--- src/rtl/bcell_pkg.sv ---
package bcell_pkg;

    typedef enum logic [2:0] {
        ST_IDLE,
        ST_FILL,
        ST_SETB,
        ST_SWEEP,
        ST_LAST,
        ST_DRAIN,
        ST_DONE
    } bc_state_e;

    typedef enum logic {
        ORD_GALLOP = 1'b0,
        ORD_WALK   = 1'b1
    } bc_order_e;

    // expected-value tag carried alongside a read into the compare stage
    typedef struct packed {
        logic valid;
        logic exp;
    } bc_rdtag_t;

    function automatic bit bc_size_ok(int n);
        return (n >= 4) && ((n & (n - 1)) == 0);
    endfunction

endpackage

--- src/rtl/bcell_seq.sv ---
module bcell_seq
    import bcell_pkg::*;
#(
    parameter int N  = 16,
    parameter int AW = $clog2(N)
) (
    input  logic          clk,
    input  logic          rst,
    input  logic          start,
    input  logic          mode,
    output logic [AW-1:0] mem_addr,
    output logic          mem_en,
    output logic          mem_we,
    output logic          mem_wdata,
    output bc_rdtag_t     rd_tag,
    output logic          busy,
    output logic          done,
    output logic          clear
);

    localparam logic [AW-1:0] TOP_ADDR  = AW'(N - 1);
    localparam logic [AW-1:0] TOP_OTHER = AW'(N - 2);

    bc_state_e     state_q;
    bc_order_e     order_q;
    logic          bg_q;
    logic [AW-1:0] base_q;
    logic [AW-1:0] idx_q;
    logic          half_q;
    logic [AW-1:0] other;

    // k-th address that is not the base
    assign other = (idx_q < base_q) ? idx_q : idx_q + AW'(1);

    assign clear = (state_q == ST_IDLE) && start;
    assign busy  = (state_q != ST_IDLE) && (state_q != ST_DONE);
    assign done  = (state_q == ST_DONE);

    always_comb begin
        mem_addr   = '0;
        mem_en     = 1'b0;
        mem_we     = 1'b0;
        mem_wdata  = 1'b0;
        rd_tag     = '0;
        unique case (state_q)
            ST_FILL: begin
                mem_we    = 1'b1;
                mem_addr  = idx_q;
                mem_wdata = bg_q;
            end
            ST_SETB: begin
                mem_we    = 1'b1;
                mem_addr  = base_q;
                mem_wdata = ~bg_q;
            end
            ST_SWEEP: begin
                mem_en = 1'b1;
                if (order_q == ORD_GALLOP && half_q) begin
                    mem_addr = base_q;
                    rd_tag   = '{valid: 1'b1, exp: ~bg_q};
                end else begin
                    mem_addr = other;
                    rd_tag   = '{valid: 1'b1, exp: bg_q};
                end
            end
            ST_LAST: begin
                mem_en   = 1'b1;
                mem_addr = base_q;
                rd_tag   = '{valid: 1'b1, exp: ~bg_q};
            end
            default: ;
        endcase
    end

    logic end_base;
    always_comb begin
        end_base = 1'b0;
        if (state_q == ST_LAST)
            end_base = 1'b1;
        else if (state_q == ST_SWEEP && idx_q == TOP_OTHER)
            end_base = (order_q == ORD_GALLOP) ? half_q : 1'b0;
    end

    always_ff @(posedge clk) begin
        if (rst) begin
            state_q <= ST_IDLE;
            order_q <= ORD_GALLOP;
            bg_q    <= 1'b0;
            base_q  <= '0;
            idx_q   <= '0;
            half_q  <= 1'b0;
        end else if (end_base) begin
            idx_q  <= '0;
            half_q <= 1'b0;
            if (base_q == TOP_ADDR) begin
                base_q <= '0;
                if (bg_q) begin
                    state_q <= ST_DRAIN;
                end else begin
                    bg_q    <= 1'b1;
                    state_q <= ST_FILL;
                end
            end else begin
                base_q  <= base_q + AW'(1);
                state_q <= ST_FILL;
            end
        end else begin
            unique case (state_q)
                ST_IDLE: if (start) begin
                    state_q <= ST_FILL;
                    order_q <= bc_order_e'(mode);
                    bg_q    <= 1'b0;
                    base_q  <= '0;
                    idx_q   <= '0;
                    half_q  <= 1'b0;
                end
                ST_FILL: begin
                    if (idx_q == TOP_ADDR) begin
                        idx_q   <= '0;
                        state_q <= ST_SETB;
                    end else begin
                        idx_q <= idx_q + AW'(1);
                    end
                end
                ST_SETB: begin
                    idx_q   <= '0;
                    half_q  <= 1'b0;
                    state_q <= ST_SWEEP;
                end
                ST_SWEEP: begin
                    if (order_q == ORD_GALLOP) begin
                        half_q <= ~half_q;
                        if (half_q) idx_q <= idx_q + AW'(1);
                    end else if (idx_q == TOP_OTHER) begin
                        state_q <= ST_LAST;
                    end else begin
                        idx_q <= idx_q + AW'(1);
                    end
                end
                ST_DRAIN: state_q <= ST_DONE;
                ST_DONE:  state_q <= ST_IDLE;
                default:  state_q <= ST_IDLE;
            endcase
        end
    end

    // done lasts one cycle and busy is low while it is high
    p_done_pulse_r1: assert property (@(posedge clk) disable iff (rst)
        done |=> !done);
    p_done_not_busy_r1: assert property (@(posedge clk) disable iff (rst)
        done |-> !busy);
    // in galloping order an other-cell read is followed by a base read
    p_gallop_return_r3: assert property (@(posedge clk) disable iff (rst)
        (state_q == ST_SWEEP && order_q == ORD_GALLOP && !half_q)
        |=> (mem_en && mem_addr == base_q));
    // in walking order the sweep never touches the base
    p_walk_skip_base_r4: assert property (@(posedge clk) disable iff (rst)
        (state_q == ST_SWEEP && order_q == ORD_WALK) |-> (mem_addr != base_q));
    // no memory traffic when idle
    p_idle_quiet_r10: assert property (@(posedge clk) disable iff (rst)
        !busy |-> (!mem_en && !mem_we));

endmodule

--- src/rtl/bcell_chk.sv ---
module bcell_chk
    import bcell_pkg::*;
#(
    parameter int AW = 4
) (
    input  logic          clk,
    input  logic          rst,
    input  logic          clear,
    input  bc_rdtag_t     rd_tag,
    input  logic [AW-1:0] rd_addr,
    input  logic          mem_rdata,
    output logic          fail,
    output logic [AW-1:0] fail_addr,
    output logic          fail_exp
);

    bc_rdtag_t     pend_q;
    logic [AW-1:0] pend_addr_q;
    logic          mismatch;

    assign mismatch = pend_q.valid && (mem_rdata != pend_q.exp);

    always_ff @(posedge clk) begin
        if (rst) begin
            pend_q      <= '0;
            pend_addr_q <= '0;
        end else begin
            pend_q      <= rd_tag;
            pend_addr_q <= rd_addr;
        end
    end

    always_ff @(posedge clk) begin
        if (rst || clear) begin
            fail      <= 1'b0;
            fail_addr <= '0;
            fail_exp  <= 1'b0;
        end else if (mismatch && !fail) begin
            fail      <= 1'b1;
            fail_addr <= pend_addr_q;
            fail_exp  <= pend_q.exp;
        end
    end

    // the flag is sticky until a start clears it
    p_sticky_r7: assert property (@(posedge clk) disable iff (rst)
        (fail && !clear) |=> fail);
    // first-failure record is frozen once captured
    p_first_hold_r8: assert property (@(posedge clk) disable iff (rst)
        (fail && !clear) |=> ($stable(fail_addr) && $stable(fail_exp)));

endmodule

--- src/rtl/bcell_tester.sv ---
module bcell_tester
    import bcell_pkg::*;
#(
    parameter int N  = 16,
    parameter int AW = $clog2(N)
) (
    input  logic          clk,
    input  logic          rst,
    input  logic          start,
    input  logic          mode,
    output logic [AW-1:0] mem_addr,
    output logic          mem_en,
    output logic          mem_we,
    output logic          mem_wdata,
    input  logic          mem_rdata,
    output logic          busy,
    output logic          done,
    output logic          fail,
    output logic [AW-1:0] fail_addr,
    output logic          fail_exp
);

    initial assert (bc_size_ok(N));

    bc_rdtag_t rd_tag;
    logic      clear;

    bcell_seq #(.N(N), .AW(AW)) u_seq (
        .clk       (clk),
        .rst       (rst),
        .start     (start),
        .mode      (mode),
        .mem_addr  (mem_addr),
        .mem_en    (mem_en),
        .mem_we    (mem_we),
        .mem_wdata (mem_wdata),
        .rd_tag    (rd_tag),
        .busy      (busy),
        .done      (done),
        .clear     (clear)
    );

    bcell_chk #(.AW(AW)) u_chk (
        .clk       (clk),
        .rst       (rst),
        .clear     (clear),
        .rd_tag    (rd_tag),
        .rd_addr   (mem_addr),
        .mem_rdata (mem_rdata),
        .fail      (fail),
        .fail_addr (fail_addr),
        .fail_exp  (fail_exp)
    );

    // accepting start is always followed by a clean fail flag
    p_clear_on_start_r11: assert property (@(posedge clk) disable iff (rst)
        clear |=> !fail);

endmodule

--- config.mk ---
export PLATFORM = sky130hd
export DESIGN_NAME = bcell_tester
export DESIGN_NICKNAME = d
export VERILOG_FILES = /design/src/rtl/bcell_pkg.sv /design/src/rtl/bcell_seq.sv /design/src/rtl/bcell_chk.sv /design/src/rtl/bcell_tester.sv
export SDC_FILE = /design/constraint.sdc
export NUM_CORES = 1
export LEC_CHECK = 0
export BUFFER_PORTS_ARGS = -buffer_cell sky130_fd_sc_hd__buf_2
export CAP_MARGIN = 25
export CORE_UTILIZATION = 50
export DETAILED_ROUTE_END_ITERATION = 8
export GPL_TIMING_DRIVEN = 0
export PLACE_DENSITY = 0.7
export SLEW_MARGIN = 40
export SYNTH_ARGS = -nofsm -noshare
export SYNTH_HDL_FRONTEND = slang
export SYNTH_SLANG_ARGS = --single-unit
--- constraint.sdc ---
create_clock -name clk -period 5.19 [get_ports clk]
set_clock_uncertainty 0.2 [all_clocks]
set_input_delay 0.2595 -clock clk [delete_from_list [all_inputs] [get_ports clk]]
set_output_delay 0.2595 -clock clk [all_outputs]
set_load 0.1 [all_outputs]
; Yosys cells after proc, flatten, opt, wreduce, memory -nomap -nowiden
; Index checks and enable logic that the tools add are counted.
[totals]
ff_bits = 26
latch_bits = 0
ramBits = 0
rom_bits = 0
inputBits = 5
output_inout_bits = 15
elab_cells = 97
memories = 0
[op_classes]
n_addsub = 2
n_mul = 0
div_mod_pow = 0
order_cmp = 1
n_eq_ne = 20
shifts = 0
muxes = 34
bitwise_logic = 4
reduce_logical = 24
[op_table]
columns = cell, count
row1 = 2-to-1 mux 4 bit, 10
row2 = 2-to-1 mux 3 bit, 7
row3 = case mux 4 bit (4 select lines), 1
row4 = case mux 3 bit (5 select lines), 1
row5 = "== test 4 bit, second input constant", 3
row6 = case mux 4 bit (3 select lines), 1
row7 = 2-to-1 mux 1 bit, 11
row8 = "== test 3 bit, second input constant", 3
row9 = "!= test 3 x 1 -> 1 bit, second input constant", 3
row10 = AND reduction 3 bit, 3
row11 = "adder 4 x 1 -> 4 bit, second input constant", 2
row12 = AND reduction 4 bit, 2
row13 = OR reduction 2 bit, 4
row14 = "== test 3 x 2 -> 1 bit, second input constant", 2
row15 = logical AND 1 bit, 6
row16 = "!= test 2 bit, second input constant", 3
row17 = "!= test 3 x 2 -> 1 bit, second input constant", 2
row18 = "!= test 3 bit, second input constant", 2
row19 = nonzero test 3 bit, 2
row20 = < comparator 4 bit, 1
row21 = NOT 1 bit, 4
row22 = case mux 2 bit (2 select lines), 1
row23 = nonzero test 2 bit, 2
row24 = nonzero test 4 bit, 1
row25 = other kinds (8), 8

; Depth between registers and ports, before layout
; Gate-level depths: netlist (run 1).
[depth]
ltp_word = 6
ltp_mapped = 7
mapped_depth_nobuf = 6

; Cells and area by module
; A second synthesis (run 1) with hierarchy kept.
[hier_totals]
cells_unflattened = 193
hier_area_um2 = 1540.2
[by_module_without_submodules]
columns = module, n_inst, cells_per_inst, area_per_inst_um2, seq_area_each_um2
row1 = bcell_seq, 1, 152, 1116.1, 280.3
row2 = bcell_chk, 1, 41, 424.2, 240.2

; Worst setup path before layout (run 1)
; No wires, ideal clock.
[synth_timing]
path_kind = reg-to-output
from = register u_seq.base_q[2]
to = output port mem_addr[0]
t_arrival_ns = 3.308
required_ns = 4.731
setup_slack_ns = 1.422
path_stages_with_launch = 7
n_path_buf = 0
path_cell_list = dfxtp_1 inv_1 ha_1 o211ai_1 o21a_1 xnor2_1 o21ai_0
[synth_between]
elab_chain_cells = 4
[synth_lines]
columns = element, line
row1 = start: declaration, bcell_seq.sv:27  ; logic [AW-1:0] base_q;
row2 = start signal: assignment, bcell_seq.sv:104  ; base_q <= base_q + AW'(1);
row3 = < comparator 4 bit, bcell_seq.sv:33  ; assign other = (idx_q < base_q) ? idx_q : idx_q + AW'(1);
row4 = 2-to-1 mux 4 bit, bcell_seq.sv:33
row5 = 2-to-1 mux 4 bit, bcell_seq.sv:58  ; if (order_q == ORD_GALLOP && half_q) begin
row6 = case mux 4 bit (3 select lines), bcell_seq.sv:45  ; unique case (state_q)
row7 = end: declaration, bcell_tester.sv:11  ; output logic [AW-1:0] mem_addr,
; No other way between the ends.

; Final worst setup path (run 1)
[layout_timing]
from = register u_seq.base_q[3]
to = output port mem_addr[3]
[layout_between]
elab_chain_cells = 4
[layout_lines]
columns = element, line
row1 = < comparator 4 bit, bcell_seq.sv:33
row2 = 2-to-1 mux 4 bit, bcell_seq.sv:33
row3 = 2-to-1 mux 4 bit, bcell_seq.sv:58
row4 = case mux 4 bit (3 select lines) (*), bcell_seq.sv:45
; Mark *: on every way between the ends. The rest lies on a longest branch, timed or not.

==> results of run 1 <==
state kept, by name, summed over array words and instances, names as in the netlist:
signal	cells
u_chk.pend_addr_q	4
u_seq.order_q	1
u_seq.state_q	3
u_chk.fail	1
u_seq.base_q	4
u_chk.pend_q	2
u_seq.bg_q	1
u_seq.idx_q	4
u_seq.half_q	1
u_chk.fail_exp	1
u_chk.fail_addr	4
cell families (layout without fill, tap and decap cells):
family,count (synthesis),in the layout
flops,26,26
fa+ha+maj,6,6
buf+inv,24,46
simple gates,82,82
compound gates,58,58
mux,5,5
xor+xnor,3,3
layout make-up:
cell class / count / area, um^2
flip-flops and latches: 26 / 520
well taps: 44 / 55.1
inverters: 8 / 30.0
plain buffers: 16 / 85.1
fillers: 310 / 1260
multi-input cells: 154 / 1030
clock buffers: 3 / 22.5
repair buffers: 19 / 100
how the worst max path moves through the flow:
stage                                from          end  slack (ps)  cells after the start
after CTS                 u_seq.base_q[3]  mem_addr[3]        2290                      7
after floorplan           u_seq.base_q[2]  mem_addr[0]        1420                      6
after detailed placement  u_seq.base_q[3]  mem_addr[3]        2670                      7
after global placement    u_seq.base_q[3]  mem_addr[3]        2730                      7
after global routing      u_seq.base_q[3]  mem_addr[0]        2050                      7
final                     u_seq.base_q[3]  mem_addr[3]        2280                      7
power by group through the flow:
stage / combinational (W) / clock (W) / sequential (W)
2_1_floorplan: 0.0000396 / 0 / 0.000208
3_3_place_gp: 0.0000500 / 0 / 0.000208
3_5_place_dp: 0.0000505 / 0 / 0.000208
4_1_cts: 0.0000512 / 0.0000897 / 0.000204
5_1_grt: 0.0000559 / 0.000101 / 0.000205
6_report: 0.0000517 / 0.0000862 / 0.000204
cell usage in the layout, fill, tap and decap left out, types with 6 or more instances in the layout:
| master | instances |
|---|---|
| sky130_fd_sc_hd__ha_1 | 6 |
| sky130_fd_sc_hd__o21ai_0 | 8 |
| sky130_fd_sc_hd__inv_1 | 8 |
| sky130_fd_sc_hd__buf_2 | 25 |
| sky130_fd_sc_hd__nand3_1 | 9 |
| sky130_fd_sc_hd__nand2_1 | 12 |
| sky130_fd_sc_hd__nand2b_1 | 9 |
| sky130_fd_sc_hd__nor2_1 | 17 |
| sky130_fd_sc_hd__dfxtp_1 | 26 |
| sky130_fd_sc_hd__a21oi_1 | 14 |
synthesized netlist by cell type, types with 4 or more instances:
| cell type | number |
|---|---|
| sky130_fd_sc_hd__clkbuf_1 | 4 |
| sky130_fd_sc_hd__nor2_1 | 17 |
| sky130_fd_sc_hd__buf_2 | 7 |
| sky130_fd_sc_hd__nor2b_1 | 4 |
| sky130_fd_sc_hd__nand2_1 | 12 |
| sky130_fd_sc_hd__dfxtp_1 | 26 |
| sky130_fd_sc_hd__inv_1 | 8 |
| sky130_fd_sc_hd__ha_1 | 6 |
| sky130_fd_sc_hd__nand3_1 | 9 |
| sky130_fd_sc_hd__a31oi_1 | 5 |
| sky130_fd_sc_hd__or3_1 | 4 |
| sky130_fd_sc_hd__a211oi_1 | 5 |
| sky130_fd_sc_hd__a21oi_1 | 14 |
| sky130_fd_sc_hd__nand2b_1 | 9 |
| sky130_fd_sc_hd__o21ai_0 | 8 |
| sky130_fd_sc_hd__mux2i_1 | 5 |
worst max-delay path, cell delays in order (launching register included):
cell	delay [ps]
sky130_fd_sc_hd__dfxtp_1	450
sky130_fd_sc_hd__inv_1	140
sky130_fd_sc_hd__ha_1	310
sky130_fd_sc_hd__a21oi_1	220
sky130_fd_sc_hd__o21ai_0	160
sky130_fd_sc_hd__o311ai_0	410
sky130_fd_sc_hd__a21oi_1	120
sky130_fd_sc_hd__buf_2	310
per-layer routing:
layer | global-route usage [%] | up-vias | part of all wire [%]
li1 | - | 800 | -
met1 | 34.8 | 756 | 47
met2 | 42.1 | 57 | 47
met3 | 2.81 | 5 | 5.3
met4 | 8.31 | 0 | 0.96
met5 | 0 | - | 0
metrics by stage:
step                total power [W]  instance area (um^2)  setup slack [ps]  util (%)
floorplan                  0.000247                  1660              1420         -
global placement           0.000258                  1810              2730      58.3
detailed placement         0.000259                  1810              2670      58.3
CTS                        0.000345                  1840              2290      59.3
global route               0.000362                  1840              2050      59.3
finish                     0.000342                  1840              2280      59.3
==> summary by stage, run 1 <==
STA
The worst pin sits at a relative slew slack of 58.9%. The setup-violating endpoint count in the final report is 0. The final period demand of the worst path is 2910 ps. Setup repair after global routing left no endpoint under its margin. The final hold violation count is 0. In the finished design, the share of the clock period the worst path needs comes to ~56%. At the pin with the least slew margin, the transition time is 614 ps. Adding up every negative setup slack in the final design gives 0 ps.

The final-report max-slew violation count came to 0. The fmax is approximately 0.34 GHz. Final hold analysis gives a worst-case slack of 104 ps.

Cells and area
The final antenna diode count is 0. The final layout contains 239 nets. The layout overhead on the synthesized area is 10.7%.

The final non-filler cell total is 270. The fraction of layout instances using a drive strength above 1 is between 15 and 20%.

Clocking
The longest clock path from root to sink contains 2 buffers. The clock root buffer is sky130_fd_sc_hd__clkbuf_4. The clock edge transition at the registers on the reported setup and hold paths is between 100 and 150 ps.

TritonCTS built the clock tree. The later-pin clock latency in the skew report is ~330 ps. The number of levels in the clock H-tree is 1.

The number of clock buffers inserted by TritonCTS is 3. Post-CTS timing repair inserted 0 buffers for setup. The clock net in this run drives a total of 26 sinks. After clock tree synthesis, the flow added hold-fix buffers numbering 1. The number of gates resized after CTS was 0.

Placed design
Detailed placement finished with a half-perimeter wire length of 3.15 mm. The routability-driven placement congestion ratio is 0.856. In this run, placement finished with an instance count of 266.

Port buffering added 18 buffers.

Yosys
Of the post-synthesis cell area, the dominant cell type holds a little under a third. The number of synthesized flops with an enable pin is 0. The synthesized netlist devotes 28.7% of its cell area to simple gates. After synthesis the cells add up to approximately 0.0017 mm^2.

The number of warning messages in the yosys log is 0. The multiplexer share of the synthesized area is 3.01%. The xor and xnor fraction of the mapped netlist area is 1.58%.

Summed over all instances, the cell type with the most area after synthesis is sky130_fd_sc_hd__dfxtp_1. In this run, synthesis produced a sequential element count of 26. Counting distinct cell types in the post-synthesis netlist gives 53.

Each instance of the synthesized netlist takes up on average 8.15 um^2. In the post-synthesis netlist, the biggest area contributors are sky130_fd_sc_hd__dfxtp_1 (31%), sky130_fd_sc_hd__ha_1 (4.5%), sky130_fd_sc_hd__a21oi_1 (4.2%), sky130_fd_sc_hd__nor2_1 (3.8%), sky130_fd_sc_hd__nand2b_1 (3.4%). After synthesis, flip-flops and latches occupy between 30% and 40% of the total area. The share of async-settable or async-resettable flops after synthesis is 0%. When the netlist entered floorplanning its net count stood at 215. The complex-gate fraction of the synthesized area is between 20 and 25%. The cell count after synthesis is a little over 200. The arithmetic-cell share of the synthesized area counting full adders, half adders and majority gates is under 10%. By area, the combinational part of the netlist is dominated by simple AND/OR/NAND/NOR gates. The most used flip-flop cell after synthesis is sky130_fd_sc_hd__dfxtp_1.

Critical path
The biggest fanout along the worst timing path is 5. The startpoint identified for the worst register-to-register timing path is u_seq.idx_q[0]. The reg-to-reg setup timing slack is slightly below 3000 ps.

STA classifies the critical path endpoint as an output port. At the worst endpoint, the required time is between 4000 and 5000 ps. The kind of launch point of the worst setup path is a flip-flop. The number of cells on the worst reg-to-reg path is 6. The critical path in this run is classified as flip-flop to output port.

The end of the worst register-to-register path is u_seq.idx_q[2]. Data on the critical path arrives at its endpoint at around 2500 ps.

Pwr
The combinational cell fraction of total power is 15.1%. The peak supply drop is about 0.090 mV. Cell internal power was estimated by the tool at 0.000245 W. In this run the power density over the cells is 186 mW/mm^2.

The static leakage is 0.705 nW. The power dissipated by switching net loads is 0.0000973 W. In this run, flip-flops and latches consume 59.7% of the power. The fraction of power consumed by the clock network is 25.2%. Of the total power, the share spent switching nets is between 20 and 30%.

Min path
The startpoint identified for the worst hold timing path is rst. The min-delay analysis places its worst path in the category input pin to flip-flop. The endpoint of the worst hold path is u_chk.pend_q[1]. The instance count along the most critical hold path is 2.

Outcome
The run finished with clean final reports.

GRT
The number of global-route vias before repair is 1,411. Global routing consumed, over all layers together, 25.5% of the routing resources. The first-pass GRT wire length is a little under 7 mm. The total congestion overflow is 0. Entering global routing, the biggest net connects 14 pins. The initial antenna violation count came to 0.

Floorplanning
The placeable core area is 0.00310 mm^2. From bottom edge to top edge, the die measures 59.7 um. The die covers 0.00356 mm^2. The I/O pin count is 20. For this configuration, the core starts out at a cell density of a little over half. The floorplan has 20 rows. The die is 59.7 um wide.

Flow run
The reported max-cap violation count is 0.

Routing
The violation count after the first detailed-route iteration is 105. The count of nets left with antenna violations once routing finished came out at 0. The post-detailed-route via-to-cell ratio is 5.99. Before antenna repair, the detailed router went through 4 iterations. The number of remaining DRC errors is 0. Wires add up to approximately 4.2 mm. Detailed routing inserted a total of 1,618 vias.

The average wire length per cell after detail routing is 15.4 um.
Note: power is estimated with default switching activity, not from simulation.
==> inputs of run 2 (changes only) <==
- clock period: 5.19 -> 3 ns (I/O delays scaled with it)
==> run 2 against run 1 <==
- combinational power up 77%
- sequential power up 73%
- final area up 1.5%
- critical path depth unchanged
- sequential cell count unchanged
- die area unchanged
- worst setup slack worse by 2100 ps
- non-clock buffer count up 1
- critical path type unchanged
- critical endpoint unchanged
- largest cell class unchanged
==> summary by stage, run 2 (synthesis results as in run 1) <==
Clocking
The later-pin clock latency in the skew report is 330 ps. The worst-case clock buffer depth is 2. The number of levels in the clock H-tree is 1. Once the clock tree was built, the setup fixing pass inserted 0 buffers. Clock tree synthesis selected as its root buffer the cell sky130_fd_sc_hd__clkbuf_4. The CTS tree is done. TritonCTS created 3 clock buffers. The number of sinks driven by the clock tree is 26. Clock-pin slew was measured on the worst setup and hold paths at 150 ps.

Critical path
The reg-to-reg setup timing slack is between 600 and 700 ps. The largest stage delay on the critical path is roughly 460 ps. Of all nets on the critical path, the largest fanout is 5. The setup path with the least slack is of type flip-flop to output port. The signal on the critical path passes through inv_1, ha_1, a21oi_1, o21ai_0, o2111a_1, a21oi_2, buf_2.

The kind of launch point of the worst setup path is a flip-flop. Measured in cells, the most critical reg-to-reg path has a length of 6. On the critical path, the stage with the largest delay is an instance of sky130_fd_sc_hd__dfxtp_1.

The end of the worst register-to-register path is u_seq.idx_q[2]. The worst path arrival time is 2480 ps. The required time of the critical path is between 2000 and 3000 ps.

The origin of the critical flop-to-flop path is u_seq.idx_q[0]. The worst setup path is captured at an output port.

Min path
The worst min-delay path category is input pin to flip-flop. The worst hold path passes through 4 cells. The worst hold path begins at start. The endpoint of the worst hold path is u_seq.order_q.

Outcome
The run finished with clean final reports.

Pwr
For this design the ratio of total power to cell area is around 340 mW/mm^2. The power dissipated by switching net loads is 0.000180 W. In this run, the combinational gates consume 14.5% of the power. The static leakage is 0.717 nW. IR analysis of the VDD net gives a maximum drop of 0.169 mV.

Net switching is 28.5% of the power. The fraction of power consumed by the clock network is between 20% and 30%. The fraction of power consumed by sequential logic is 56.0%.

The internal power of the cells totals around 0.00045 W.

STA
The final-report max-slew violation count is 0. The fmax is 0.353 GHz. The setup-violating endpoint count in the final report is 0. The worst pin sits at a relative slew slack of ~60%. Counting I/O delays and the setup requirement, the final critical path takes 2830 ps. The post-route setup TNS is 0 ps. The final hold violation count is 0.

The setup slack of the critical path after layout is 168 ps. Hold is met by 17.4 ps. At the pin with the least slew margin, the transition time is about 600 ps. Setup repair after global routing left no endpoint under its margin. The worst path uses between 90% and 100% of the clock period.

GRT
The maximum number of pins on one net before global-route repair is 15. The number of global-route vias before repair came to 1,455. For this run the aggregate overflow at the end of global routing stands at 0. In the global route stage, overall resource usage came out at a little over a quarter. The first-pass GRT wire length is 6.98 mm. The initial antenna violation count came to 0.

Cells and area
The most common cell after layout, fill and taps aside is sky130_fd_sc_hd__dfxtp_1. Leaving out filler cells and counting taps, the final layout contains ~270. Cells with a size suffix above 1 make up between 10% and 20% of the layout. The layout overhead on the synthesized area is 12.3%.

The final antenna diode count is 0. After filler insertion, the fill cell instance count of the layout stands at 315. In the final design database the tool counted 240 nets. Registers take 520 um^2. The combined area of the multi-input logic cells is 0.00103 mm^2. Leaving out fill and tap cells, the most frequent cells in the layout are sky130_fd_sc_hd__dfxtp_1 (26), sky130_fd_sc_hd__buf_2 (25), sky130_fd_sc_hd__nor2_1 (17).

The finished cells cover 0.00187 mm^2.

Floorplanning
The initial standard-cell utilization of the core is around 54%. The die boundary height is 59.7 um. After floorplanning, the core was divided into 20 placement rows. The placeable core area is 0.00310 mm^2. The I/O pin count is 20. The floorplan die width is 59.7 um. The die covers 0.00356 mm^2.

Routing
The violation count after the first detailed-route iteration is 87. The post-detailed-route via-to-cell ratio is roughly 6. Dividing the detail-routed wire length by the instance count gives 15.7 um. The sum of routed wire length over all layers is around 4.3 mm. The detailed router placed 1,628 vias in this run. After detailed routing, the number of remaining DRC violations is 0. The count of antenna-violating nets left after detailed routing is 0. The first-pass iteration count of the detailed router is 4.

Placed design
After detailed placement, the total cell area comes to around 0.0018 mm^2. At the end of routability-driven placement, the weighted congestion stood at a little under 0.9. The placed wire-length estimate after detailed placement is 3.17 mm. After detailed placement, the design holds a cell count of 266. The pre-CTS setup slack is 530 ps. The number of port buffers is 18.

Flow run
The reported max-cap violation count is 0.
-- run 2: cell types whose count changed in the layout (fill, tap and decap cells not counted), sizes merged --
cell	change
clkbuf	+1
dlygate4sd3	+1
-- run 2: per-layer routing --
layer	GRT usage, %	share of wire [%]
met1	35.4	47
met3	2.81	4.6
met2	43.5	48
met5	0	0
met4	8.31	0.68
-- run 2: power by group through the flow --
stage	sequential [W]	combinational, W	clock [W]
6_report	0.000353	0.0000913	0.000187
5_1_grt	0.000354	0.0000987	0.000202
4_1_cts	0.000353	0.0000902	0.000185
3_5_place_dp	0.000361	0.0000879	0
3_3_place_gp	0.000360	0.0000866	0
2_1_floorplan	0.000359	0.0000687	0
-- run 2: worst max-delay path: cells and delay by family (launching register included) --
family | cells | cell delay [ps]
DFF | 1 | 460
AOI/OAI and AO/OA | 4 | 790
buffers and inverters | 2 | 580
adders and majority gates | 1 | 320
-- run 2: timing repair --
item                       in CTS  in global routing
hold buffers                    2                  0
resized for setup               0                  1
setup endpoints to repair       0                  1
hold endpoints to repair        2                  0
-- run 2: per-stage QoR --
stage | utilization (%) | total power [W]
6_report | 60.2 | 0.000631
5_1_grt | 60.2 | 0.000655
4_1_cts | 60.2 | 0.000628
3_5_place_dp | 58.4 | 0.000449
3_3_place_gp | 58.4 | 0.000447
2_1_floorplan | - | 0.000428
-- run 2: worst max-delay path by stage --
stage	start	to	slack, ps	depth (start not counted)
2_1_floorplan	u_seq.base_q[2]	mem_addr[0]	100	6
3_3_place_gp	u_seq.base_q[3]	mem_addr[3]	590	7
3_5_place_dp	u_seq.base_q[3]	mem_addr[3]	530	7
4_1_cts	u_seq.base_q[3]	mem_addr[3]	130	7
5_1_grt	u_seq.base_q[3]	mem_addr[3]	40	7
6_report	u_seq.base_q[3]	mem_addr[3]	170	7
-- run 2: layout make-up --
cell class                      count  area share (%)
Buffer                             16            4.55
Timing Repair Buffer               20            5.89
Sequential cell                    26            27.9
Inverter                            8            1.61
Multi-Input combinational cell    154            55.2
Tap cell                           44            2.95
Clock buffer                        4            1.94
